--- src/rtl/tsi_pkg.sv ---
package tsi_pkg;

  localparam logic [7:0] ADR_TEMP_INT = 8'h01;
  localparam logic [7:0] ADR_STATUS   = 8'h02;
  localparam logic [7:0] ADR_CONFIG   = 8'h03;
  localparam logic [7:0] ADR_HI_INT   = 8'h07;
  localparam logic [7:0] ADR_LO_INT   = 8'h08;
  localparam logic [7:0] ADR_TEMP_FRC = 8'h10;
  localparam logic [7:0] ADR_HI_FRC   = 8'h13;
  localparam logic [7:0] ADR_LO_FRC   = 8'h14;
  localparam logic [7:0] ADR_REV      = 8'hFF;

  typedef enum logic [3:0] {
    SEL_NONE, SEL_TINT, SEL_TFRC, SEL_STAT, SEL_CFG,
    SEL_HINT, SEL_HFRC, SEL_LINT, SEL_LFRC, SEL_REV
  } rdSel_e;

  typedef struct packed {
    logic   rdEn;
    rdSel_e rdSel;
    logic   wrHiInt;
    logic   wrHiFrc;
    logic   wrLoInt;
    logic   wrLoFrc;
  } strobe_t;

endpackage

--- src/rtl/tsi_ctrl.sv ---
module tsi_ctrl
  import tsi_pkg::*;
(
  input  logic       hostSel,
  input  logic       hostWrite,
  input  logic [7:0] hostAddr,
  output strobe_t    strb
);

  logic isRead;
  logic isWrite;

  assign isRead  = hostSel && !hostWrite;
  assign isWrite = hostSel && hostWrite;

  always_comb begin
    strb = '0;
    strb.rdEn = isRead;
    strb.rdSel = SEL_NONE;
    unique case (hostAddr)
      ADR_TEMP_INT: strb.rdSel = SEL_TINT;
      ADR_TEMP_FRC: strb.rdSel = SEL_TFRC;
      ADR_STATUS:   strb.rdSel = SEL_STAT;
      ADR_CONFIG:   strb.rdSel = SEL_CFG;
      ADR_HI_INT:   strb.rdSel = SEL_HINT;
      ADR_HI_FRC:   strb.rdSel = SEL_HFRC;
      ADR_LO_INT:   strb.rdSel = SEL_LINT;
      ADR_LO_FRC:   strb.rdSel = SEL_LFRC;
      ADR_REV:      strb.rdSel = SEL_REV;
      default:      strb.rdSel = SEL_NONE;
    endcase
    // only the four limit registers accept writes
    strb.wrHiInt = isWrite && (hostAddr == ADR_HI_INT);
    strb.wrHiFrc = isWrite && (hostAddr == ADR_HI_FRC);
    strb.wrLoInt = isWrite && (hostAddr == ADR_LO_INT);
    strb.wrLoFrc = isWrite && (hostAddr == ADR_LO_FRC);
  end

endmodule

--- src/rtl/tsi_datapath.sv ---
module tsi_datapath
  import tsi_pkg::*;
#(
  parameter int DATA_W     = 8,
  parameter int FRAC_W     = 3,
  parameter int REV_ID     = 4,
  parameter int HI_RST_INT = 70
) (
  input  logic                     clk,
  input  logic                     rstN,
  input  strobe_t                  strb,
  input  logic [DATA_W-1:0]        hostWdata,
  input  logic                     sampleValid,
  input  logic [DATA_W+FRAC_W-1:0] sampleTemp,
  input  logic                     orderStrap,
  output logic [DATA_W-1:0]        hostRdata,
  output logic                     alertHigh,
  output logic                     alertLow
);

  localparam int PAD_W   = DATA_W - FRAC_W;
  localparam int ORD_BIT = 5;
  localparam int HI_BIT  = 4;
  localparam int LO_BIT  = 3;

  logic [DATA_W-1:0] liveInt, hiInt, loInt, shInt;
  logic [FRAC_W-1:0] liveFrc, hiFrc, loFrc, shFrc;
  logic              pendInt, pendFrc, orderBit;
  logic [DATA_W-1:0] rdQ, rdNext, statByte, cfgByte;

  function automatic logic [DATA_W-1:0] fracByte(input logic [FRAC_W-1:0] f);
    return {f, {PAD_W{1'b0}}};
  endfunction

  assign alertHigh = {liveInt, liveFrc} >= {hiInt, hiFrc};
  assign alertLow  = {liveInt, liveFrc} <= {loInt, loFrc};

  always_comb begin
    statByte = '0;
    statByte[HI_BIT] = alertHigh;
    statByte[LO_BIT] = alertLow;
    cfgByte = '0;
    cfgByte[ORD_BIT] = orderBit;
  end

  always_comb begin
    unique case (strb.rdSel)
      SEL_TINT: rdNext = pendInt ? shInt : liveInt;
      SEL_TFRC: rdNext = fracByte(pendFrc ? shFrc : liveFrc);
      SEL_STAT: rdNext = statByte;
      SEL_CFG:  rdNext = cfgByte;
      SEL_HINT: rdNext = hiInt;
      SEL_HFRC: rdNext = fracByte(hiFrc);
      SEL_LINT: rdNext = loInt;
      SEL_LFRC: rdNext = fracByte(loFrc);
      SEL_REV:  rdNext = DATA_W'(REV_ID);
      default:  rdNext = '0;
    endcase
  end

  always_ff @(posedge clk or negedge rstN) begin
    if (!rstN) begin
      liveInt  <= '0;
      liveFrc  <= '0;
      hiInt    <= DATA_W'(HI_RST_INT);
      hiFrc    <= '0;
      loInt    <= '0;
      loFrc    <= '0;
      shInt    <= '0;
      shFrc    <= '0;
      pendInt  <= 1'b0;
      pendFrc  <= 1'b0;
      orderBit <= 1'b0;
      rdQ      <= '0;
    end else begin
      if (sampleValid) begin
        liveInt <= sampleTemp[DATA_W+FRAC_W-1:FRAC_W];
        liveFrc <= sampleTemp[FRAC_W-1:0];
      end
      if (strb.wrHiInt) hiInt <= hostWdata;
      if (strb.wrHiFrc) hiFrc <= hostWdata[DATA_W-1:PAD_W];
      if (strb.wrLoInt) loInt <= hostWdata;
      if (strb.wrLoFrc) loFrc <= hostWdata[DATA_W-1:PAD_W];
      orderBit <= orderStrap;
      if (strb.rdEn) rdQ <= rdNext;
      // freezing reads capture the partner half from before any new sample
      if (strb.rdEn && strb.rdSel == SEL_TINT) begin
        pendInt <= 1'b0;
        if (!orderBit) begin
          shFrc   <= liveFrc;
          pendFrc <= 1'b1;
        end
      end
      if (strb.rdEn && strb.rdSel == SEL_TFRC) begin
        pendFrc <= 1'b0;
        if (orderBit) begin
          shInt   <= liveInt;
          pendInt <= 1'b1;
        end
      end
    end
  end

  assign hostRdata = rdQ;

endmodule

--- src/rtl/tsi_reg_target.sv ---
module tsi_reg_target
  import tsi_pkg::*;
#(
  parameter int DATA_W     = 8,
  parameter int FRAC_W     = 3,
  parameter int REV_ID     = 4,
  parameter int HI_RST_INT = 70
) (
  input  logic                     clk,
  input  logic                     rstN,
  input  logic                     hostSel,
  input  logic                     hostWrite,
  input  logic [7:0]               hostAddr,
  input  logic [DATA_W-1:0]        hostWdata,
  output logic [DATA_W-1:0]        hostRdata,
  input  logic                     sampleValid,
  input  logic [DATA_W+FRAC_W-1:0] sampleTemp,
  input  logic                     orderStrap,
  output logic                     alertOut
);

  strobe_t strb;
  logic    alertHigh;
  logic    alertLow;

  tsi_ctrl u_ctrl (
    .hostSel   (hostSel),
    .hostWrite (hostWrite),
    .hostAddr  (hostAddr),
    .strb      (strb)
  );

  tsi_datapath #(
    .DATA_W     (DATA_W),
    .FRAC_W     (FRAC_W),
    .REV_ID     (REV_ID),
    .HI_RST_INT (HI_RST_INT)
  ) u_dp (
    .clk         (clk),
    .rstN        (rstN),
    .strb        (strb),
    .hostWdata   (hostWdata),
    .sampleValid (sampleValid),
    .sampleTemp  (sampleTemp),
    .orderStrap  (orderStrap),
    .hostRdata   (hostRdata),
    .alertHigh   (alertHigh),
    .alertLow    (alertLow)
  );

  assign alertOut = alertHigh | alertLow;

endmodule

--- config.mk ---
export PLATFORM = sky130hd
export DESIGN_NAME = tsi_reg_target
export DESIGN_NICKNAME = d
export VERILOG_FILES = /design/src/rtl/tsi_pkg.sv /design/src/rtl/tsi_ctrl.sv /design/src/rtl/tsi_datapath.sv /design/src/rtl/tsi_reg_target.sv
export SDC_FILE = /design/constraint.sdc
export NUM_CORES = 1
export LEC_CHECK = 0
export BUFFER_PORTS_ARGS = -buffer_cell sky130_fd_sc_hd__buf_2
export CAP_MARGIN = 20
export CORE_ASPECT_RATIO = 1.1
export CORE_UTILIZATION = 40
export DETAILED_ROUTE_END_ITERATION = 8
export GPL_TIMING_DRIVEN = 1
export PLACE_DENSITY_LB_ADDON = 0.05
export SETUP_SLACK_MARGIN = 0.3
export SLEW_MARGIN = 15
export SYNTH_ARGS = -nofsm -noshare
export SYNTH_HDL_FRONTEND = slang
export SYNTH_SLANG_ARGS = --single-unit
--- constraint.sdc ---
create_clock -name clk -period 1.85 [get_ports clk]
set_input_delay 0.2775 -clock clk [delete_from_list [all_inputs] [get_ports clk]]
set_output_delay 0.2775 -clock clk [all_outputs]
set_load 0.005 [all_outputs]
==> reports/qor.yml, run 1 <==
global_route:
  grt_max_degree: 37
  grt_pass1_vias: 2510
  antenna_found_initial: 0
  grt_pass1_wl_mm: 12.8
  grt_overflow_total: 0
  grt.total_usage_pct: 21.2
detailed_routing:
  dr.pass1.iters: 4
  vias: 2351
  vias_per_cell: 5.09
  totalWireLength_mm: 7.73
  detail_route.wl_per_cell_um: 16.7
  ant_nets: 0
  drt-initial-drc-count: 115
  drc: 0
finish:
  fillers: 719
  final_cells: 462
  synthToLayoutAreaGrowth_pct: 26.9
  utilization_pct: 52.4
  drive_gt1_share_pct: 45.4
  regArea_sq_um: 1380
  num_antenna_cells: 0
  fin_nets: 411
  multi_input_area_sq_um: 1660
sta:
  post-route-period-util_pct: 131
  skew_ps: 7.85
  max_freq_mhz: 413
  worst_pin_slew_ps: 497
  timing.hold.ws_ps: 66.4
  slew_headroom_pct: 66.8
  timing.final.ws_setup_ps: -570
  hold_viol_final: 0
  setup_viol: 2
  final_max_slew_viol_count: 0
  finalCriticalPeriod_ps: 2420
  rsz0062_at_grt: "true"
synthesis:
  ys_seq_area_share_pct: 44.7
  syn_inst: 269
  yosysMostFrequentCell: "dfrtp_1"
  syn-num-nets: 324
  yosysWarnings: 0
  synth_top_area_cell: "dfrtp_1"
  synth_top_area_share_pct: 42.2
  syn_avg_cell_area_sq_um: 11.5
  ys_top_cells_by_area: "dfrtp_1 42%, mux2_2 16%, ha_1 8.9%"
  yosysUniqueCellTypes: 45
  synth_common_cells: "52 x dfrtp_1, 45 x mux2_2, 23 x inv_1"
  synthFlopType: "dfrtp_1"
  ys_seq_elements: 55
  synth_area_sq_um: 3090
  synth-edff-count: 0
  synthArstFlopShare_pct: 100
clock_network:
  cts.path.max_buffers: 2
  cts.root.buffer_cell: "clkbuf_8"
  clk-insertion-delay-late_ps: 310
  path_clk_slew_ps: 100
  cts.sinks: 55
  numCtsBuffers: 5
  h-tree-depth: 2
  cts_tree: "yes"
placed_design:
  io_buffers: 41
  dp_cells: 451
  gp_congestion: 0.863
  dp_hpwl_mm: 6.21
  dpl_worst_slack_ps: -247
status:
  violations: "setup timing"
  status: "finished, violations left"
setup_path:
  startpoint: "u_dp.hiInt[2]"
  r2r-start: "u_dp.hiInt[2]"
  cp_slowest_cell: "dfstp_2"
  cp-start-kind: "flip-flop"
  endpoint_kind: "primary output"
  crit_type: "flip-flop to primary output"
  path_buf_inv: 2
  cp_top_family: "compound AO/OA/AOI/OAI gates"
  cpPeakStageDelay_ps: 550
  path_cells: "inv_2, ha_4, and3_4, a221oi_2, o21ai_1, a211oi_2, nand3_1, buf_2"
  cp.required_ps: 1570
  cp.arrival_ps: 2140
  crit_fanout: 2
die:
  initial_core_util_pct: 41.3
  die_y_um: 94.1
  core_area_sq_um: 7470
  ios: 42
  fp.dieW_um: 85.8
  rows: 33
  die_area_sq_um: 8070
worst_hold_path:
  worstHoldStart: "orderStrap"
  hold_class: "input pin to flip-flop"
power:
  leakage_nw: 1.83
  p_per_area_nw_per_um2: 645
  ir_drop_mv: 0.353
flow_run:
  cap_violations: 0
-- worst paths after layout --
| path | endpoint | slack [ps] | cells after the start |
|---|---|---|---|
| setup / recovery | alertOut | -570 | 8 |
| hold / removal | u_dp.orderBit | 70 | 1 |
| setup reg to reg | u_dp.hostRdata[4] | -170 | 10 |
| hold reg to reg | u_dp.hostRdata[1] | 490 | 2 |
| max in group asynchronous | u_dp.hiInt[6] | 760 | 3 |
| min in group asynchronous | u_dp.orderBit | 460 | 2 |
-- cell families after synthesis --
logic type	count (synthesis)	synth area share, %
AOI/OAI and AO/OA	44	9.89
buffers and inverters	29	3.93
and+or+nand+nor	66	13.5
adders and majority gates	22	8.92
DFF	55	44.7
muxes	53	19.0
-- cells in the final DEF, fill, tap and decap left out, types with 3 or more instances in the layout --
master    count
inv_1        21
o21ai_1       4
o211ai_1      3
a221oi_1      6
mux2_2       45
nand2b_1      3
a21o_1        3
a31oi_1       4
nand3_1       4
ha_4          3
dfstp_2       3
dfrtp_1      52
nand2_1      14
ha_1         19
nand4_1       3
nor2_1       17
and3_1        6
mux2i_1       8
buf_4        41
clkbuf_8      6
buf_2        41
a21oi_1       6
o21ai_0       4
-- through the flow --
stage	cell area, sq um	power (mW)	setup TNS [ps]
global placement	3750	1.81	-303
CTS	3890	2.55	-648
floorplan	3120	1.55	-31.8
global route	3920	2.66	-986
detailed placement	3750	1.81	-274
finish	3920	2.53	-741
-- state kept, by name, indices dropped and copies added (netlist names) --
signal	cells
u_dp.loInt	8
u_dp.shFrc	3
u_dp.pendFrc	1
u_dp.hiInt	8
u_dp.liveFrc	3
u_dp.pendInt	1
u_dp.shInt	8
u_dp.hostRdata	8
u_dp.hiFrc	3
u_dp.loFrc	3
u_dp.liveInt	8
u_dp.orderBit	1
-- per-layer routing --
| layer | vias up | GRT usage, % | share of wire, % |
|---|---|---|---|
| li1 | 1156 | - | - |
| met1 | 1140 | 25.0 | 44 |
| met2 | 45 | 39.9 | 52 |
| met3 | 10 | 2.46 | 2.4 |
| met4 | 0 | 6.53 | 1.9 |
| met5 | - | 0 | 0 |
-- power by group --
| group | switching, mW | internal [mW] | total [mW] | leakage (nW) |
|---|---|---|---|---|
| clock network | 0.407 | 0.308 | 0.715 | 0.0484 |
| logic | 0.246 | 0.261 | 0.507 | 1.07 |
| registers | 0.0442 | 1.26 | 1.30 | 0.717 |
| total | 0.696 | 1.83 | 2.53 | 1.83 |
-- layout make-up --
class,count,area share (%)
Inverter,23,2.20
Clock inverter,1,0.224
Clock buffer,7,2.20
Multi-Input combinational cell,185,42.4
Sequential cell,55,35.2
Timing Repair Buffer,86,14.4
Tap cell,105,3.35
-- repair_timing --
| item | CTS | global route |
|---|---|---|
| gates resized for setup | 4 | 6 |
| endpoints found under the setup margin | 3 | 4 |
| buffers inserted | 1 | 1 |
| hold endpoints to repair | 17 | 0 |
| pin swaps | 7 | 8 |
| hold buffers | 1 | 0 |
No activity file was read; power rests on OpenSTA's default activity.
==> run 2, diff against run 1 <==
Settings changed: CTS_BUF_LIST set to sky130_fd_sc_hd__clkbuf_8.
==> run 2 against run 1 <==
Compared with the run above:
- the flow still finishes with violations (setup timing)
- fmax did not move
- combinational power about the same
- die area did not move
- worst setup slack stayed put
- core utilization is the same
- register-to-register slack hardly changed
- cell count is the same
- via count is the same
- global-route usage unchanged
- clock skew unchanged
- wire length unchanged
==> reports/qor.yml, run 2 (synthesized netlist as in run 1, its figures left out) <==
sta:
  slew_headroom_pct: 66.8
  post-route-period-util_pct: 131
  finalCriticalPeriod_ps: 2420
  max_freq_mhz: 413
  rsz0062_at_grt: "true"
  timing.final.ws_setup_ps: -570
  hold_viol_final: 0
  timing.hold.ws_ps: 66.4
  final_max_slew_viol_count: 0
  skew_ps: 7.85
  setup_viol: 2
  worst_pin_slew_ps: 497
power:
  clkPwrFrac_pct: 28.2
  power.internal_mw: 1.82
  p_sw_share_pct: 27.6
  p_total_mw: 2.52
  p_per_area_nw_per_um2: 644
  p_sw_mw: 0.697
  pwr-share-comb_pct: 20.1
  leakage_nw: 1.84
  sequentialPowerShare_pct: 51.7
  ir_drop_mv: 0.353
flow_run:
  cap_violations: 0
finish:
  final_cell_mix: "52 x dfrtp_1, 45 x mux2_2, 41 x buf_2, 41 x buf_4, 22 x inv_1"
  drive_gt1_share_pct: 45.4
  final_common_cell: "dfrtp_1"
  synthToLayoutAreaGrowth_pct: 26.9
  fin_nets: 411
  num_antenna_cells: 0
clock_network:
  clk-insertion-delay-late_ps: 310
  cts_tree: "yes"
  path_clk_slew_ps: 100
  cts.root.buffer_cell: "clkbuf_8"
  cts.sinks: 55
  numCtsBuffers: 5
  h-tree-depth: 2
  cts.path.max_buffers: 2
detailed_routing:
  detail_route.wl_per_cell_um: 16.7
  vias: 2351
  vias_per_cell: 5.09
  drc: 0
  ant_nets: 0
  drt-initial-drc-count: 115
  dr.pass1.iters: 4
  totalWireLength_mm: 7.73
die:
  die_area_sq_um: 8070
  initial_core_util_pct: 41.3
  fp.dieW_um: 85.8
  ios: 42
  die_y_um: 94.1
  core_area_sq_um: 7470
  rows: 33
setup_path:
  cp.arrival_ps: 2140
  cp.required_ps: 1570
  endpoint_kind: "primary output"
  cpPeakStageDelay_ps: 550
  cp_slowest_cell: "dfstp_2"
  cp-start-kind: "flip-flop"
  crit_fanout: 2
  crit_type: "flip-flop to primary output"
  path_cells: "inv_2, ha_4, and3_4, a221oi_2, o21ai_1, a211oi_2, nand3_1, buf_2"
global_route:
  grt.total_usage_pct: 21.2
  grt_pass1_vias: 2510
  antenna_found_initial: 0
  grt_max_degree: 37
  grt_overflow_total: 0
  grt_pass1_wl_mm: 12.8
placed_design:
  io_buffers: 41
  gp_congestion: 0.863
  dp_hpwl_mm: 6.21
worst_hold_path:
  hold_class: "input pin to flip-flop"
status:
  status: "finished, violations left"
  violations: "setup timing"
==> run 2: cell count changes in the layout (fill, tap and decap cells not counted), sizes merged <==
cell / before / now
clkbuf: 7 / 6
inv: 23 / 24
==> run 2: worst paths after layout <==
path | startpoint | to | slack [ps] | cells after the start
hold / removal | orderStrap | u_dp.orderBit | 70 | 1
setup reg to reg | u_dp.hiInt[2] | u_dp.hostRdata[4] | -170 | 10
setup / recovery | u_dp.hiInt[2] | alertOut | -570 | 8
hold reg to reg | u_dp.hostRdata[1] | u_dp.hostRdata[1] | 490 | 2
min in group asynchronous | rstN | u_dp.orderBit | 460 | 2
max in group asynchronous | rstN | u_dp.hiInt[6] | 760 | 3
==> run 2: routing by layer <==
layer	up-vias	share of wire [%]	wire length, um	track usage (%)
li1	1156	-	-	-
met1	1140	44	3370	25.0
met2	45	52	4030	39.9
met3	10	2.4	188	2.46
met4	0	1.9	145	6.53
met5	-	0	0	0
==> run 2: power groups by stage <==
stage / logic (mW) / registers [mW] / clock network, mW
final: 0.507 / 1.30 / 0.710
after global routing: 0.577 / 1.31 / 0.766
after CTS: 0.505 / 1.30 / 0.736
after detailed placement: 0.483 / 1.33 / 0
after global placement: 0.481 / 1.33 / 0
after floorplan: 0.225 / 1.33 / 0
==> run 2: area by class of cell <==
| class | count | area, sq um |
|---|---|---|
| fillers | 719 | 3560 |
| multi-input cells | 185 | 1660 |
| flip-flops and latches | 55 | 1380 |
| repair buffers | 86 | 566 |
| well taps | 105 | 131 |
| inverters | 23 | 86.3 |
| clock buffers | 6 | 82.6 |
| clock inverters | 2 | 12.5 |
==> run 2: repair_timing <==
item	CTS	global route
endpoints found under the hold margin	17	0
pin swaps	7	8
setup buffers	1	1
gates resized for setup	4	6
hold buffers	1	0
endpoints found under the setup margin	3	4
==> run 2: worst max-delay path, delay by kind of cell, from the launching register on <==
family,cells,cell delay (ps)
buffers and inverters,2,190
flip-flops,1,550
AO/OA/AOI/OAI,3,610
adder cells (fa/ha/maj),1,220
AND/OR/NAND/NOR,2,280
==> run 2: through the flow <==
step / area [sq um] / setup WS (ps) / setup TNS, ps / cells / utilization (%)
after detailed placement: 3750 / -247 / -274 / 451 / 50.2
after CTS: 3890 / -570 / -648 / 461 / 52.1
final: 3920 / -570 / -741 / 462 / 52.4
after global routing: 3920 / -676 / -987 / 462 / 52.4
after global placement: 3750 / -262 / -303 / 451 / 50.2
after floorplan: 3120 / -31.8 / -31.8 / 269 / -
